`src/rtl/pe_status_pkg.sv`:
```
package pe_status_pkg;

  typedef enum logic [1:0] {
    OP_PROG  = 2'd0,
    OP_PAGE  = 2'd1,
    OP_BLOCK = 2'd2,
    OP_CHIP  = 2'd3
  } pe_op_e;

  // Busy length in cycles for a given operation type.
  function automatic int unsigned op_cycles(pe_op_e op, int unsigned t_prog,
                                            int unsigned t_page, int unsigned t_block,
                                            int unsigned t_chip);
    case (op)
      OP_PROG:  return t_prog;
      OP_PAGE:  return t_page;
      OP_BLOCK: return t_block;
      default:  return t_chip;
    endcase
  endfunction

  function automatic int unsigned max4(int unsigned a, int unsigned b,
                                       int unsigned c, int unsigned d);
    int unsigned m;
    m = a;
    if (b > m) m = b;
    if (c > m) m = c;
    if (d > m) m = d;
    return m;
  endfunction

  // Value of the polling bit while busy: a program inverts the written bit, an erase reads 0.
  function automatic logic poll_bit(pe_op_e op, logic written_bit);
    return (op == OP_PROG) ? ~written_bit : 1'b0;
  endfunction

endpackage

```
`src/rtl/pe_op_timer.sv`:
```
module pe_op_timer
  import pe_status_pkg::*;
#(
  parameter int unsigned T_PROG  = 24,
  parameter int unsigned T_PAGE  = 40,
  parameter int unsigned T_BLOCK = 48,
  parameter int unsigned T_CHIP  = 64,
  parameter int unsigned CW      = 7
) (
  input  logic   clk,
  input  logic   rst_n,
  input  logic   start,
  input  pe_op_e op,
  output logic   busy,
  output pe_op_e op_q,
  output logic   launch
);

  localparam int unsigned MAXD = max4(T_PROG, T_PAGE, T_BLOCK, T_CHIP);

  logic [CW-1:0] cnt;

  // A start is taken only when idle.
  assign launch = start & ~busy;

  always_ff @(posedge clk or negedge rst_n) begin
    if (!rst_n) begin
      busy <= 1'b0;
      cnt  <= '0;
      op_q <= OP_PROG;
    end else if (launch) begin
      busy <= 1'b1;
      cnt  <= CW'(op_cycles(op, T_PROG, T_PAGE, T_BLOCK, T_CHIP) - 1);
      op_q <= op;
    end else if (busy) begin
      if (cnt == '0) busy <= 1'b0;
      else           cnt  <= cnt - 1'b1;
    end
  end

  // an accepted start loads the remaining count for its type
  p_load_count_r2: assert property (@(posedge clk) disable iff (!rst_n)
    launch |=> (busy && (32'(cnt) + 1 == op_cycles($past(op), T_PROG, T_PAGE, T_BLOCK, T_CHIP))));

  // the count never exceeds the longest operation
  p_count_bound_r2: assert property (@(posedge clk) disable iff (!rst_n)
    busy |-> (32'(cnt) < MAXD));

  // a strobe during busy neither reloads the count nor changes the type
  p_no_restart_r3: assert property (@(posedge clk) disable iff (!rst_n)
    (busy && start && cnt != '0) |=> (busy && cnt == $past(cnt) - 1'b1 && $stable(op_q)));

endmodule

```
`src/rtl/pe_toggle_track.sv`:
```
module pe_toggle_track (
  input  logic clk,
  input  logic rst_n,
  input  logic busy,
  input  logic launch,
  input  logic rd_active,
  output logic tog_bit
);

  logic rd_prev;
  logic tog_q;
  logic rd_rise;

  assign rd_rise = rd_active & ~rd_prev;
  // The flipped value is shown from the first cycle of a read and held.
  assign tog_bit = tog_q ^ (busy & rd_rise);

  always_ff @(posedge clk or negedge rst_n) begin
    if (!rst_n) begin
      rd_prev <= 1'b0;
      tog_q   <= 1'b0;
    end else begin
      rd_prev <= rd_active;
      if (launch)               tog_q <= 1'b0;
      else if (busy && rd_rise) tog_q <= ~tog_q;
    end
  end

  // each read start during busy flips the stored toggle
  p_flip_on_read_r6: assert property (@(posedge clk) disable iff (!rst_n)
    (busy && rd_rise && !launch) |=> (tog_q != $past(tog_q)));

  // without a read start the toggle holds
  p_hold_no_read_r6: assert property (@(posedge clk) disable iff (!rst_n)
    (!rd_rise && !launch) |=> $stable(tog_q));

endmodule

```
`src/rtl/pe_status_mux.sv`:
```
module pe_status_mux
  import pe_status_pkg::*;
#(
  parameter int unsigned AW = 18,
  parameter int unsigned DW = 16
) (
  input  logic          clk,
  input  logic          rst_n,
  input  logic          launch,
  input  logic [AW-1:0] start_addr,
  input  logic [DW-1:0] start_data,
  input  logic          busy,
  input  pe_op_e        op_q,
  input  logic [AW-1:0] rd_addr,
  input  logic [DW-1:0] arr_data,
  input  logic          tog_bit,
  output logic [DW-1:0] rd_data
);

  logic [AW-1:0] addr_q;
  logic          wbit_q;
  logic          addr_hit;

  always_ff @(posedge clk or negedge rst_n) begin
    if (!rst_n) begin
      addr_q <= '0;
      wbit_q <= 1'b0;
    end else if (launch) begin
      addr_q <= start_addr;
      wbit_q <= start_data[7];
    end
  end

  assign addr_hit = (rd_addr == addr_q);

  always_comb begin
    rd_data = arr_data;
    if (busy) begin
      rd_data[6] = tog_bit;
      if (op_q != OP_PROG || addr_hit) rd_data[7] = poll_bit(op_q, wbit_q);
    end
  end

  // every erase reads 0 in the polling bit
  p_erase_poll_zero_r5: assert property (@(posedge clk) disable iff (!rst_n)
    (busy && op_q != OP_PROG) |-> (rd_data[7] == 1'b0));

  // idle reads pass the array through
  p_idle_pass_r7: assert property (@(posedge clk) disable iff (!rst_n)
    !busy |-> (rd_data == arr_data));

  // bits other than the two status bits always pass through
  p_low_bits_pass_r7: assert property (@(posedge clk) disable iff (!rst_n)
    rd_data[5:0] == arr_data[5:0]);

endmodule

```
`src/rtl/pe_status_unit.sv`:
```
module pe_status_unit
  import pe_status_pkg::*;
#(
  parameter int unsigned AW      = 18,
  parameter int unsigned DW      = 16,
  parameter int unsigned T_PROG  = 24,
  parameter int unsigned T_PAGE  = 40,
  parameter int unsigned T_BLOCK = 48,
  parameter int unsigned T_CHIP  = 64
) (
  input  logic          clk,
  input  logic          rst_n,
  input  logic          start,
  input  logic [1:0]    start_op,
  input  logic [AW-1:0] start_addr,
  input  logic [DW-1:0] start_data,
  input  logic          rd_active,
  input  logic [AW-1:0] rd_addr,
  input  logic [DW-1:0] arr_data,
  output logic [DW-1:0] rd_data,
  output logic          busy,
  output logic          rb_drive_low,
  output logic          rb_level
);

  localparam int unsigned MAXD = max4(T_PROG, T_PAGE, T_BLOCK, T_CHIP);
  localparam int unsigned CW   = (MAXD < 2) ? 1 : $clog2(MAXD);

  pe_op_e op_in;
  pe_op_e op_q;
  logic   launch;
  logic   tog_bit;

  assign op_in = pe_op_e'(start_op);

  pe_op_timer #(
    .T_PROG(T_PROG), .T_PAGE(T_PAGE), .T_BLOCK(T_BLOCK), .T_CHIP(T_CHIP), .CW(CW)
  ) u_timer (
    .clk(clk), .rst_n(rst_n), .start(start), .op(op_in),
    .busy(busy), .op_q(op_q), .launch(launch)
  );

  pe_toggle_track u_toggle (
    .clk(clk), .rst_n(rst_n), .busy(busy), .launch(launch),
    .rd_active(rd_active), .tog_bit(tog_bit)
  );

  pe_status_mux #(.AW(AW), .DW(DW)) u_mux (
    .clk(clk), .rst_n(rst_n), .launch(launch),
    .start_addr(start_addr), .start_data(start_data),
    .busy(busy), .op_q(op_q), .rd_addr(rd_addr), .arr_data(arr_data),
    .tog_bit(tog_bit), .rd_data(rd_data)
  );

  // Open-drain pin: pull low while busy, pull-up gives 1 otherwise.
  assign rb_drive_low = busy;
  assign rb_level     = ~rb_drive_low;

  // the pin reads low for the whole busy period
  p_pin_low_busy_r8: assert property (@(posedge clk) disable iff (!rst_n)
    busy |-> (!rb_level && rb_drive_low));

  // busy rises only after an accepted start
  p_busy_needs_start_r2: assert property (@(posedge clk) disable iff (!rst_n)
    (!busy && !launch) |=> !busy);

endmodule

```
`config.mk`:
```
export PLATFORM = sky130hd
export DESIGN_NAME = pe_status_unit
export DESIGN_NICKNAME = d
export VERILOG_FILES = /design/src/rtl/pe_status_pkg.sv /design/src/rtl/pe_op_timer.sv /design/src/rtl/pe_toggle_track.sv /design/src/rtl/pe_status_mux.sv /design/src/rtl/pe_status_unit.sv
export SDC_FILE = /design/constraint.sdc
export NUM_CORES = 1
export LEC_CHECK = 0
export BUFFER_PORTS_ARGS = -buffer_cell sky130_fd_sc_hd__buf_4
export CAP_MARGIN = 10
export CELL_PAD_IN_SITES_DETAIL_PLACEMENT = 0
export CELL_PAD_IN_SITES_GLOBAL_PLACEMENT = 2
export CORE_ASPECT_RATIO = 1.2
export CORE_MARGIN = 2
export CORE_UTILIZATION = 26
export DETAILED_ROUTE_END_ITERATION = 12
export PLACE_DENSITY_LB_ADDON = 0.1
export SYNTH_ARGS = -nofsm -noshare
export SYNTH_HDL_FRONTEND = slang
export SYNTH_HIERARCHICAL = 1
export SYNTH_SLANG_ARGS = --single-unit
```
`constraint.sdc`:
```
create_clock -name clk -period 2.6 [get_ports clk]
set_clock_uncertainty 0.1 [all_clocks]
set_input_delay 0.26 -clock clk [delete_from_list [all_inputs] [get_ports clk]]
set_output_delay 0.26 -clock clk [all_outputs]
set_load 0.05 [all_outputs]
```
==> reports/qor.yml <==
status: "complete, no violations"
synth_top_area_share_pct: 43.0
async_reset_ff_share_pct: 100
cts_tree: "built"
tightest_slew_ns: 0.406
die_y_um: 93.7
setup_tns_ns: 0
max_clock_freq_ghz: 0.468
grt_pass1_vias: 1306
overflow: 0
synth_common_cells: "dfrtp_1 (30), mux2_2 (20), xnor2_1 (17)"
area_growth_pct: 27.8
cts_made_buffers: 5
port_buffers: 49
place_congestion: 0.775
critPathBufInv: 1
cts_root_buffer: "clkbuf_8"
placed_area_um2: 2110
critPathRequiredTime_ns: 2.24
powerDensity_nw_per_um2: 1010
grt_max_degree: 31
syn-cell-area_um2: 1740
syn-num-nets: 237
drc: 0
ir_drop_v: 0.000297
clock_latency_ns: 0.28
startpoint_type: "flip-flop"
drt_iter0_markers: 34
path_cells: "xnor2_1, nand4_1, nor3_1, a2111oi_0, nand2b_1, buf_4"
postSynthCellCount: 158
finalSetupViolCount: 0
die_area_um2: 7380
synth-edff-count: 0
finalHoldViolCount: 0
post-synth-top-count-cell: "dfrtp_1"
wl_um: 3860
synth_seq_area_share_pct: 43.0
cts_sinks: 30
worst_setup_path_end_kind: "output pin"
cts-hold-fix-buffers: 1
core_area_um2: 6450
syn_avg_cell_area_um2: 11.0
post_cts_buffers: 0
ys_top_cells_by_area: "dfrtp_1 (43%), mux2_2 (13%), xnor2_1 (8.5%), buf_4 (6.5%), ha_1 (3.6%)"
layout_worst_path_cycle_share_pct: 82.3
drive_gt1_share_pct: 42.7
holdCritPathClass: "in -> reg"
cts_resized: 0
netlist-cell-type-count: 37
cts_buffer_depth: 2
drv_cap: 0
p_leak_nw: 1.01
slew_headroom_pct: 72.5
wire_per_inst_um: 13.6
cpMaxStageDelayCell: "dfrtp_1"
dp_hpwl_um: 3010
grt_pass1_wl_um: 6250
min_period_ns: 2.14
final_antenna_net_count: 0
initial_utilization_pct: 27.1
ys_ff_latch: 30
antenna_found_initial: 0
nNetsFinal: 277
max_stage_delay_ns: 0.39
synth_top_cell_by_area: "dfrtp_1"
critPathTopFamily: "simple AND/OR/NAND/NOR gates"
synth_ff_type: "dfrtp_1"
criticalPathCategory: "reg -> out"
ios: 93
first_pass_iters: 3
stdcell_area_um2: 2230
placement_rows: 32
slew_violations: 0
rsz0062_at_grt: "no"
die_x_um: 78.8
cp_max_fo: 2
yosysWarnings: 6
vias_per_cell: 4.50
htreeDepth: 2
antennaDiodeCount: 0
clkTransAtPathRegs_ns: 0.06
grt_use_total_pct: 11.1
cp.arrival_ns: 1.78
via_count: 1279
[cells by family (layout without fill, tap and decap cells)]
group           count (synthesis)  after routing  synth area share, %
compound gates                 18             18                 7.25
xor+xnor                       21             21                 10.5
fa+ha+maj                       5              5                 3.59
buf+inv                        26             67                 9.40
flops                          30             30                 43.0
mux                            21             21                 13.8
simple gates                   37             37                 12.4
[sequential cells by signal (all words and copies together) (netlist names)]
register          cells
u_timer/cnt           6
u_toggle/rd_prev      1
u_mux/wbit_q          1
u_toggle/tog_q        1
u_timer/busy          1
u_mux/addr_q         18
u_timer/op_q          2
[power breakdown]
group	switching, W	total, W	leakage, nW	internal [W]
sequential	0.000171	0.000865	0.362	0.000694
combinational	0.000451	0.000952	0.595	0.000500
clock	0.000172	0.000439	0.0575	0.000267
[layout make-up]
| class | instances | area (um^2) |
|---|---|---|
| Sequential cell | 30 | 751 |
| Timing Repair Buffer | 52 | 405 |
| Inverter | 7 | 26.3 |
| Clock buffer | 8 | 110 |
| Multi-Input combinational cell | 102 | 830 |
| Fill cell | 671 | 4220 |
| Tap cell | 85 | 106 |
[stage by stage]
step                cells  total power (W)  hold slack [ns]  utilization [%]  worst slack (ns)
floorplan             158          0.00164           -0.136                -             0.300
global placement      275          0.00181            0.122             32.7             0.760
detailed placement    275          0.00184            0.126             32.7             0.741
CTS                   284          0.00230          0.00432             34.6             0.420
global route          284          0.00243         0.000581             34.6             0.282
finish                284          0.00226           0.0125             34.6             0.461
[layout by cell type, fill, tap and decap left out, types with 2 or more instances in the layout]
master	n
a31oi_1	2
buf_4	50
clkbuf_8	8
dfrtp_1	30
ha_1	5
inv_1	7
mux2_2	20
nand2_1	9
nand4_1	5
nor2_1	8
nor3_1	5
o21ai_0	6
xnor2_1	17
xor2_1	4
[path summary, 6_finish.rpt]
kind	from	endpoint	slack [ns]	depth (start not counted)
setup / recovery	u_mux/addr_q[1]$_DFFE_PN0P_	rd_data[7]	0.46	6
hold / removal	rd_active	u_toggle/rd_prev$_DFF_PN0_	0.01	1
setup reg to reg	u_timer/busy$_DFF_PN0_	u_mux/addr_q[3]$_DFFE_PN0P_	0.89	4
hold reg to reg	u_timer/op_q[1]$_DFFE_PN0P_	u_timer/op_q[1]$_DFFE_PN0P_	0.41	2
max in group asynchronous	rst_n	u_mux/addr_q[8]$_DFFE_PN0P_	1.75	2
min in group asynchronous	rst_n	u_mux/addr_q[15]$_DFFE_PN0P_	0.35	2
[layer usage]
layer / wire length [um] / GRT usage (%) / vias up
met5: 0 / 0 / -
met2: 1980 / 18.9 / 50
met4: 61 / 4.82 / 0
met1: 1550 / 12.2 / 614
li1: - / - / 610
met3: 272 / 4.33 / 5
Power figures use the tool's default switching activity.
